===== config.mk =====
export PLATFORM = sky130hd
export DESIGN_NAME = eprom_pulse_ctrl
export DESIGN_NICKNAME = d
export VERILOG_FILES = /design/src/rtl/eprom_pkg.sv /design/src/rtl/eprom_pulse_ctrl.sv
export SDC_FILE = /design/constraint.sdc
export NUM_CORES = 1
export LEC_CHECK = 0
export ABC_AREA = 1
export BUFFER_PORTS_ARGS = -buffer_cell sky130_fd_sc_hd__buf_2
export CAP_MARGIN = 20
export CORE_MARGIN = 8
export CORE_UTILIZATION = 45
export CTS_CLUSTER_DIAMETER = 60
export CTS_CLUSTER_SIZE = 28
export DETAILED_ROUTE_END_ITERATION = 16
export GPL_ROUTABILITY_DRIVEN = 0
export PLACE_DENSITY = 0.75
export SLEW_MARGIN = 20
export SYNTH_ARGS = -nofsm -noshare
export SYNTH_HDL_FRONTEND = slang
export SYNTH_SLANG_ARGS = --single-unit

===== constraint.sdc =====
create_clock -name clk -period 1.3 [get_ports clk]
set_input_delay 0.325 -clock clk [delete_from_list [all_inputs] [get_ports clk]]
set_output_delay 0.325 -clock clk [all_outputs]
set_load 0.05 [all_outputs]

===== src/rtl/eprom_pkg.sv =====
// Package: shared level codes, operation kinds and identifier bytes.
// Assumes the level code on a pin is stable for the duration of a clock cycle.
package eprom_pkg;

    typedef enum logic [1:0] {
        LVL_LOW  = 2'b00,
        LVL_HIGH = 2'b01,
        LVL_12V  = 2'b10,
        LVL_14V  = 2'b11
    } lvl_e;

    typedef enum logic [1:0] {
        OP_NONE  = 2'b00,
        OP_PROG  = 2'b01,
        OP_ERASE = 2'b10
    } op_e;

    localparam logic [7:0] MFR_CODE   = 8'hDA;
    localparam logic [7:0] DEV_CODE   = 8'h08;
    localparam int         HV_ADDR_BIT = 9;

endpackage


===== src/rtl/eprom_pulse_ctrl.sv =====
// Module: eprom_pulse_ctrl
// Measures high-voltage setup and chip-enable pulse length in clock cycles,
// latches address and data on the falling edge of chip enable, and issues a
// one-cycle commit on the rising edge if the pulse is inside its window.
// Assumes PROG_MIN <= PROG_MAX, ERASE_MIN <= ERASE_MAX, all >= 1.
module eprom_pulse_ctrl
    import eprom_pkg::*;
#(
    parameter int ADDR_W    = 10,
    parameter int SETUP_CYC = 2,
    parameter int PROG_MIN  = 4,
    parameter int PROG_MAX  = 8,
    parameter int ERASE_MIN = 10,
    parameter int ERASE_MAX = 20
) (
    input  logic              clk,
    input  logic              rst_n,
    input  logic              ce_n,
    input  logic [1:0]        oe_lvl,
    input  op_e               req_op,
    input  logic [ADDR_W-1:0] arr_addr,
    input  logic [7:0]        din,
    output logic              prog_go,
    output logic              erase_go,
    output logic [ADDR_W-1:0] wr_addr,
    output logic [7:0]        wr_data,
    output logic              proto_err
);

    localparam int LONGEST = (ERASE_MAX > PROG_MAX) ? ERASE_MAX : PROG_MAX;
    localparam int LEN_SAT = LONGEST + 1;
    localparam int LEN_W   = $clog2(LEN_SAT + 1);
    localparam int HV_W    = $clog2(SETUP_CYC + 1) + 1;

    logic              ce_q;
    logic [1:0]        lvl_q;
    logic [HV_W-1:0]   hv_cnt;
    logic              active;
    op_e               op_q;
    logic [LEN_W-1:0]  len;
    logic              fall;
    logic              rise_end;
    logic              hv_ok;
    logic              in_window;

    assign fall     = ce_q && !ce_n;
    assign rise_end = active && ce_n;
    assign hv_ok    = (hv_cnt >= HV_W'(SETUP_CYC));

    // Pulse-length window for the operation in flight.
    always_comb begin
        if (op_q == OP_ERASE)
            in_window = (len >= LEN_W'(ERASE_MIN)) && (len <= LEN_W'(ERASE_MAX));
        else
            in_window = (len >= LEN_W'(PROG_MIN)) && (len <= LEN_W'(PROG_MAX));
    end

    assign prog_go  = rise_end && in_window && (op_q == OP_PROG);
    assign erase_go = rise_end && in_window && (op_q == OP_ERASE);

    // Count cycles the output-enable pin has held one high-voltage level.
    always_ff @(posedge clk) begin
        if (!rst_n) begin
            lvl_q  <= 2'b00;
            hv_cnt <= '0;
        end else begin
            lvl_q <= oe_lvl;
            if (oe_lvl != lvl_q || !oe_lvl[1])
                hv_cnt <= '0;
            else if (hv_cnt != HV_W'(SETUP_CYC))
                hv_cnt <= hv_cnt + 1'b1;
        end
    end

    // Pulse tracking, latching and the sticky error flag.
    always_ff @(posedge clk) begin
        if (!rst_n) begin
            ce_q      <= 1'b1;
            active    <= 1'b0;
            op_q      <= OP_NONE;
            len       <= '0;
            wr_addr   <= '0;
            wr_data   <= 8'hFF;
            proto_err <= 1'b0;
        end else begin
            ce_q <= ce_n;
            if (fall && req_op != OP_NONE) begin
                if (hv_ok) begin
                    active  <= 1'b1;
                    op_q    <= req_op;
                    len     <= LEN_W'(1);
                    wr_addr <= arr_addr;
                    wr_data <= din;
                end else begin
                    proto_err <= 1'b1;
                end
            end else if (active && !ce_n) begin
                if (len != LEN_W'(LEN_SAT)) len <= len + 1'b1;
            end else if (rise_end) begin
                active <= 1'b0;
                if (!in_window) proto_err <= 1'b1;
            end
        end
    end

    // the error flag never clears outside reset.
    assert_err_sticky_R10: assert property (@(posedge clk) disable iff (!rst_n)
        proto_err |=> proto_err);

    // a commit only happens on the edge where chip enable has just risen.
    assert_commit_on_rise_R4: assert property (@(posedge clk) disable iff (!rst_n)
        (prog_go || erase_go) |-> (ce_n && !ce_q));

    // chip enable held high never starts a pulse.
    assert_no_pulse_when_high_R1: assert property (@(posedge clk) disable iff (!rst_n)
        (ce_n && ce_q && !active) |=> !active);

endmodule


==> results of run 1 <==
==> synthesized netlist by cell type (2+ instances only) <==
cell type  instances  area share
dfxtp_1           33        0.45
nand2_1           61        0.16
xor2_1             3       0.018
inv_1             23       0.059
xnor2_1            2       0.012
buf_6              2       0.015
buf_4              2       0.010
o21ai_0            3       0.010
or2_2              2      0.0085
ha_1               5       0.043
clkbuf_1           2      0.0051
nor2_1            11       0.028
nand3_1           21       0.071
buf_2              2      0.0068
a21oi_1           19       0.065
==> layout make-up <==
cell class | count | share of cell area
flip-flops and latches | 33 | 0.322
multi-input cells | 134 | 0.347
repair buffers | 69 | 0.219
well taps | 44 | 0.0266
inverters | 24 | 0.0466
clock buffers | 8 | 0.0387
==> worst paths after layout <==
path | startpoint | to | slack [ns]
hold reg to reg | wr_addr[3] | wr_addr[3] | 0.47
setup reg to reg | len[0] | len[4] | -0.10
setup / recovery | len[0] | prog_go | -0.60
hold / removal | din[1] | wr_data[1] | 0.18
==> flip-flops by register name (all words and copies together) (netlist names), 2 cells and up <==
register  flops
hv_cnt        3
op_q          2
len           5
wr_addr      10
lvl_q         2
wr_data       8
==> metrics by stage <==
| step | setup WS, ns | total power, W | instance area (um2) |
|---|---|---|---|
| 3_3_place_gp | -0.321 | 0.00115 | 1880 |
| 3_5_place_dp | -0.335 | 0.00115 | 1880 |
| 2_1_floorplan | -0.238 | 0.00109 | 1500 |
| 6_report | -0.600 | 0.00186 | 2070 |
| 5_1_grt | -0.695 | 0.00192 | 2070 |
| 4_1_cts | -0.607 | 0.00187 | 2030 |
==> report_power, final <==
part / internal (W) / total, W / switching, W
clock network: 0.000382 / 0.000728 / 0.000346
logic: 0.0000481 / 0.000107 / 0.0000593
registers: 0.00102 / 0.00102 / 0.00000362
==> per-layer routing <==
layer,share of wire,GRT usage
met5,0,0
met4,0.014,0.0644
met3,0.058,0.0536
met2,0.51,0.255
met1,0.42,0.148
==> critical path, cell delays in order (launching register included) <==
cell and delay (ns):
dfxtp_4 0.37, inv_2 0.05, ha_2 0.15, inv_1 0.03, nand3_1 0.05, nand2_1 0.05
nand2_1 0.07, nand2_2 0.06, nand2_2 0.07, nand3_2 0.09, nor2_4 0.10, buf_8 0.15
==> cell families after synthesis <==
family / Yosys count
flip-flops: 33
AO/OA/AOI/OAI: 24
XOR/XNOR: 5
buffers and inverters: 32
adder cells (fa/ha/maj): 5
AND/OR/NAND/NOR: 100
==> timing repair <==
item,CTS,global route
setup buffers,3,0
setup endpoints to repair,6,24
hold buffers,0,0
pin swaps,4,0
endpoints found under the hold margin,0,0
resized for setup,11,16
==> metrics, run 1 <==
CTS Buf Count=5; Reg clk slew, reported paths=0.10 ns; htree depth=2; Filler cells=approximately 280; Final Net Count=about 300; EDFF count, synth=0; clk_lat worst skew=about 0.34 ns; Initial DRT Pass Iterations=4; DRT iter0 DRCs=28; CTS max path bufs=2; Via Count=around 1.4k; final core utilization=0.672; n_diodes=0; Adder-Cell Fraction of Synth Area=0.0426; Routed Antenna Nets=0; Synth Area in Compound Gates=0.0860; fin worst setup slack=-0.600 ns; combinational family with the most area after synthesis=simple AND/OR/NAND/NOR gates; Hold Crit Depth=3; initial antenna violation count=0; Post-Route WL=3710 um; Max Slew Vio Count=0; Syn. warnings=0; R2R cell count=8; violations in the final reports=negative setup slack; area of the multi-input gates=a little over 700 um2; clock root cell=clkbuf_4; storage element area=approximately 670 um2; layout cells sized above 1=0.366; most frequent cells in the layout=nand2_1, buf_2, dfxtp_1; width of the chip=between 70 and 80 um; Post-Syn Nets=roughly 230; CTS tree=built; dpl cells=301; post-synthesis area per instance=7.39 um2; Main synth FF type=dfxtp_1; Post-Layout Cell Count=312; Die Span Y=around 73 um; vias in the first global route=1,463; Yosys cell types=23; pin count of the biggest net entering global routing=21; commonest non-fill, non-tap cell in the layout=nand2_1; final worst-path cycle share=1.46; row count=20; worst endpoint required time=~0.98 ns; Max Cap Viol=0; crit-path max FO=4; wire length per cell=between 10 and 15 um; pwr/cell area=~900 nW/um2; Via density=between 4 and 5; total track usage=0.145; RSZ-0062 raised after global routing=true; first-pass GRT wire length=6070 um; Slew headroom=0.826; clock period minus final worst setup slack=~1.9 ns; final hold violation count=0; Area Growth Syn to Fin=40.7%; Yosys reg bits=33; Async SR Flop Fraction=0; crit path DAT=roughly 1.6 ns; Post-Syn Area=1470 um2; Worst Hold Class=in2reg; mux contribution to synthesized area=0; critical path capture point type=output pin; dpl hpwl=around 2700 um; Clock Skew=a little under 0.008 ns; worst vdd ir=around 0.60 mV; Initial Util=0.478; Simple-Gate Fraction of Synth Area=0.294; GR Overflow Total=0; sequential-to-total area share from yosys stat=0.449; startpoint types=flip-flop; Crit Path Category=reg2out; run status=complete, but fails checks; core footprint=between 3000 and 4000 um2; worst hold slack=roughly 0.18 ns; TNS Setup=-1.48 ns; Synth Area in XOR/XNOR=0.0298; slew at the pin closest to its max-slew limit=~0.26 ns; # DRC=0; die area=roughly 5400 um2; # port buffers=45; clock sinks=33; leakage=~1.0 nW; Final setup violation count=7; Top Ports=46; achievable frequency=between 0.5 and 0.6 GHz; Synth Instances=199
Power figures use the tool's default switching activity.
==> run 2: changes to the inputs <==
--- a/config.mk
+++ b/config.mk
@@ -9,5 +9,4 @@
 export BUFFER_PORTS_ARGS = -buffer_cell sky130_fd_sc_hd__buf_2
 export CAP_MARGIN = 20
-export CORE_MARGIN = 8
 export CORE_UTILIZATION = 45
 export CTS_CLUSTER_DIAMETER = 60
==> constraint.sdc (replaced) <==
create_clock -name clk -period 1.3 [get_ports clk]
set_input_delay 0.325 -clock clk [delete_from_list [all_inputs] [get_ports clk]]
set_output_delay 0.325 -clock clk [all_outputs]
set_load 0.02 [all_outputs]
==> metrics, run 2 (synthesized netlist as in run 1, its figures left out) <==
die area=3500 um2 (-35%); Endpoint, Worst Hold=wr_data[0]; total track usage=0.232 (+0.0876); CP delay by family, top=simple AND/OR/NAND/NOR gates; Post-Route WL=3360 um (-9.5%); M1 WL=1480 um (-4.5%); width of the chip=59.2 um (-19%); reg-to-reg critical path startpoint=len[0]; CP peak stage delay=0.35 ns (-0.02 ns); highest metal used=met4; crit path DAT=1.50 ns (-0.08 ns); Crit Path Category=reg2out; total power=0.00192 W (+3.5%); Final Net Count=300 (+1.0%); core footprint=3080 um2 (unchanged); reg-to-reg endpoint=len[3]; Initial Util=0.478 (unchanged); fin worst setup slack=-0.521 ns (+0.0795 ns); CTS Buf Count=5 (unchanged); worst hold path startpoint=din[0]; startpoint types=flip-flop; Max Cap Viol=0 (unchanged); clock sinks=33 (unchanged); R2R cell count=8 (unchanged); slowest stage cell on the critical path=dfxtp_2; Area Growth Syn to Fin=43.2%; commonest non-fill, non-tap cell in the layout=nand2_1; Hold Crit Depth=3 (unchanged); achievable frequency=0.549 GHz (+4.4%); clk_lat worst skew=0.34 ns (about the same); DRT iter0 DRCs=31 (+11%); Biggest register=wr_addr; row count=20 (unchanged); wire length per cell=10.7 um (-10%); Via Count=1,456 (+1.2%); vias in the first global route=1,412 (-3.5%); final worst-path cycle share=1.40 (-0.0611); final hold violation count=0 (unchanged); Max Slew Vio Count=0 (unchanged); DR WL met2=1700 um (-10%); Final setup violation count=5 (-2); crit-path max FO=4 (unchanged); Via density=4.62 (+0.22%); Slew headroom=0.815 (-0.0104); crit-path cells=inv_2, ha_4, inv_2, nand3_2, nand2_1, nand2_1, nand2_2, nand2_2, nand3_2, nor2_4, buf_6; slew at the pin closest to its max-slew limit=0.277 ns (+0.0157 ns); DR WL met3=113 um (-47%); clock period minus final worst setup slack=1.82 ns (-0.0795 ns); dpl hpwl=2340 um (-12%); Routed Antenna Nets=0 (unchanged); flop2flop setup slack=-0.03 ns (+0.07 ns); pwr/cell area=912 nW/um2 (+1.6%); max reg flops=10 (unchanged); violations in the final reports=negative setup slack; dpl ws=-0.227 ns (+0.108 ns); layout cells sized above 1=0.391 (+0.0255); GR Overflow Total=0 (unchanged); CTS max path bufs=2 (unchanged); Initial DRT Pass Iterations=4 (unchanged); Worst Hold Class=in2reg; leakage=1.03 nW (+3.1%); worst endpoint required time=0.98 ns (about the same); Clock Skew=0.00561 ns (-0.00214 ns); n_diodes=0 (unchanged); most frequent cells in the layout=nand2_1, buf_2, dfxtp_1; worst vdd ir=0.827 mV (+38%); Die Span Y=59.2 um (-19%); final core utilization=0.684 (+0.0122); dpl cells=300 (-0.33%); # port buffers=45 (unchanged); # DRC=0 (unchanged); Top Ports=46 (unchanged); pin count of the biggest net entering global routing=21 (unchanged); critical path capture point type=output pin; Top Registers=wr_addr (10), wr_data (8), len (5); RSZ-0062 raised after global routing=true; CP bufs+invs=3 (unchanged); Post-Layout Cell Count=315 (+0.96%); clock root cell=clkbuf_4; first-pass GRT wire length=5870 um (-3.3%); Reg clk slew, reported paths=0.10 ns (about the same); htree depth=2 (unchanged); CTS tree=built; run status=complete, but fails checks; initial antenna violation count=0 (unchanged)
==> run 2: worst max path at each step <==
stage,cells after the start,end,from,slack [ns]
after global routing,11,prog_go,len[0],-0.63
final,11,prog_go,len[0],-0.52
after CTS,11,prog_go,len[0],-0.53
after detailed placement,11,prog_go,len[0],-0.23
after floorplan,10,prog_go,len[0],-0.1
after global placement,11,prog_go,len[0],-0.20
==> run 2: worst min-delay path, cell delays in order <==
cell	delay, ns
buf_2	0.07
nand2_1	0.04
nand3_1	0.05
==> run 2: power breakdown <==
group	switching (W)	internal, W
Combinational	0.0000537	0.0000488
Clock	0.000339	0.000459
Sequential	0.00000332	0.00102
==> run 2: what timing repair did <==
item | CTS | global route
setup buffers | 14 | 1
setup endpoints to repair | 6 | 17
gates resized for setup | 20 | 11
pin swaps | 8 | 3
hold buffers | 0 | 0
==> run 2: per-layer routing <==
| layer | global-route usage | up-vias |
|---|---|---|
| li1 | - | 761 |
| met1 | 0.263 | 661 |
| met2 | 0.396 | 28 |
| met3 | 0.0786 | 6 |
| met4 | 0.102 | 0 |
| met5 | 0 | - |
==> run 2: area by class of cell <==
class	instances	area, um2
clock buffer	7	55.1
clock inverter	1	30.0
fill	283	972
inverter	24	92.6
multi-input combinational	134	751
sequential	33	667
tap	44	55.1
timing repair buffer	72	455
==> run 2: stage by stage <==
stage	setup TNS, ns	hold slack (ns)	instance area (um2)
floorplan	-0.175	0.418	1490
global placement	-0.468	0.448	1860
detailed placement	-0.489	0.452	1860
CTS	-1.57	0.163	2110
global route	-1.50	0.160	2110
finish	-1.09	0.175	2110
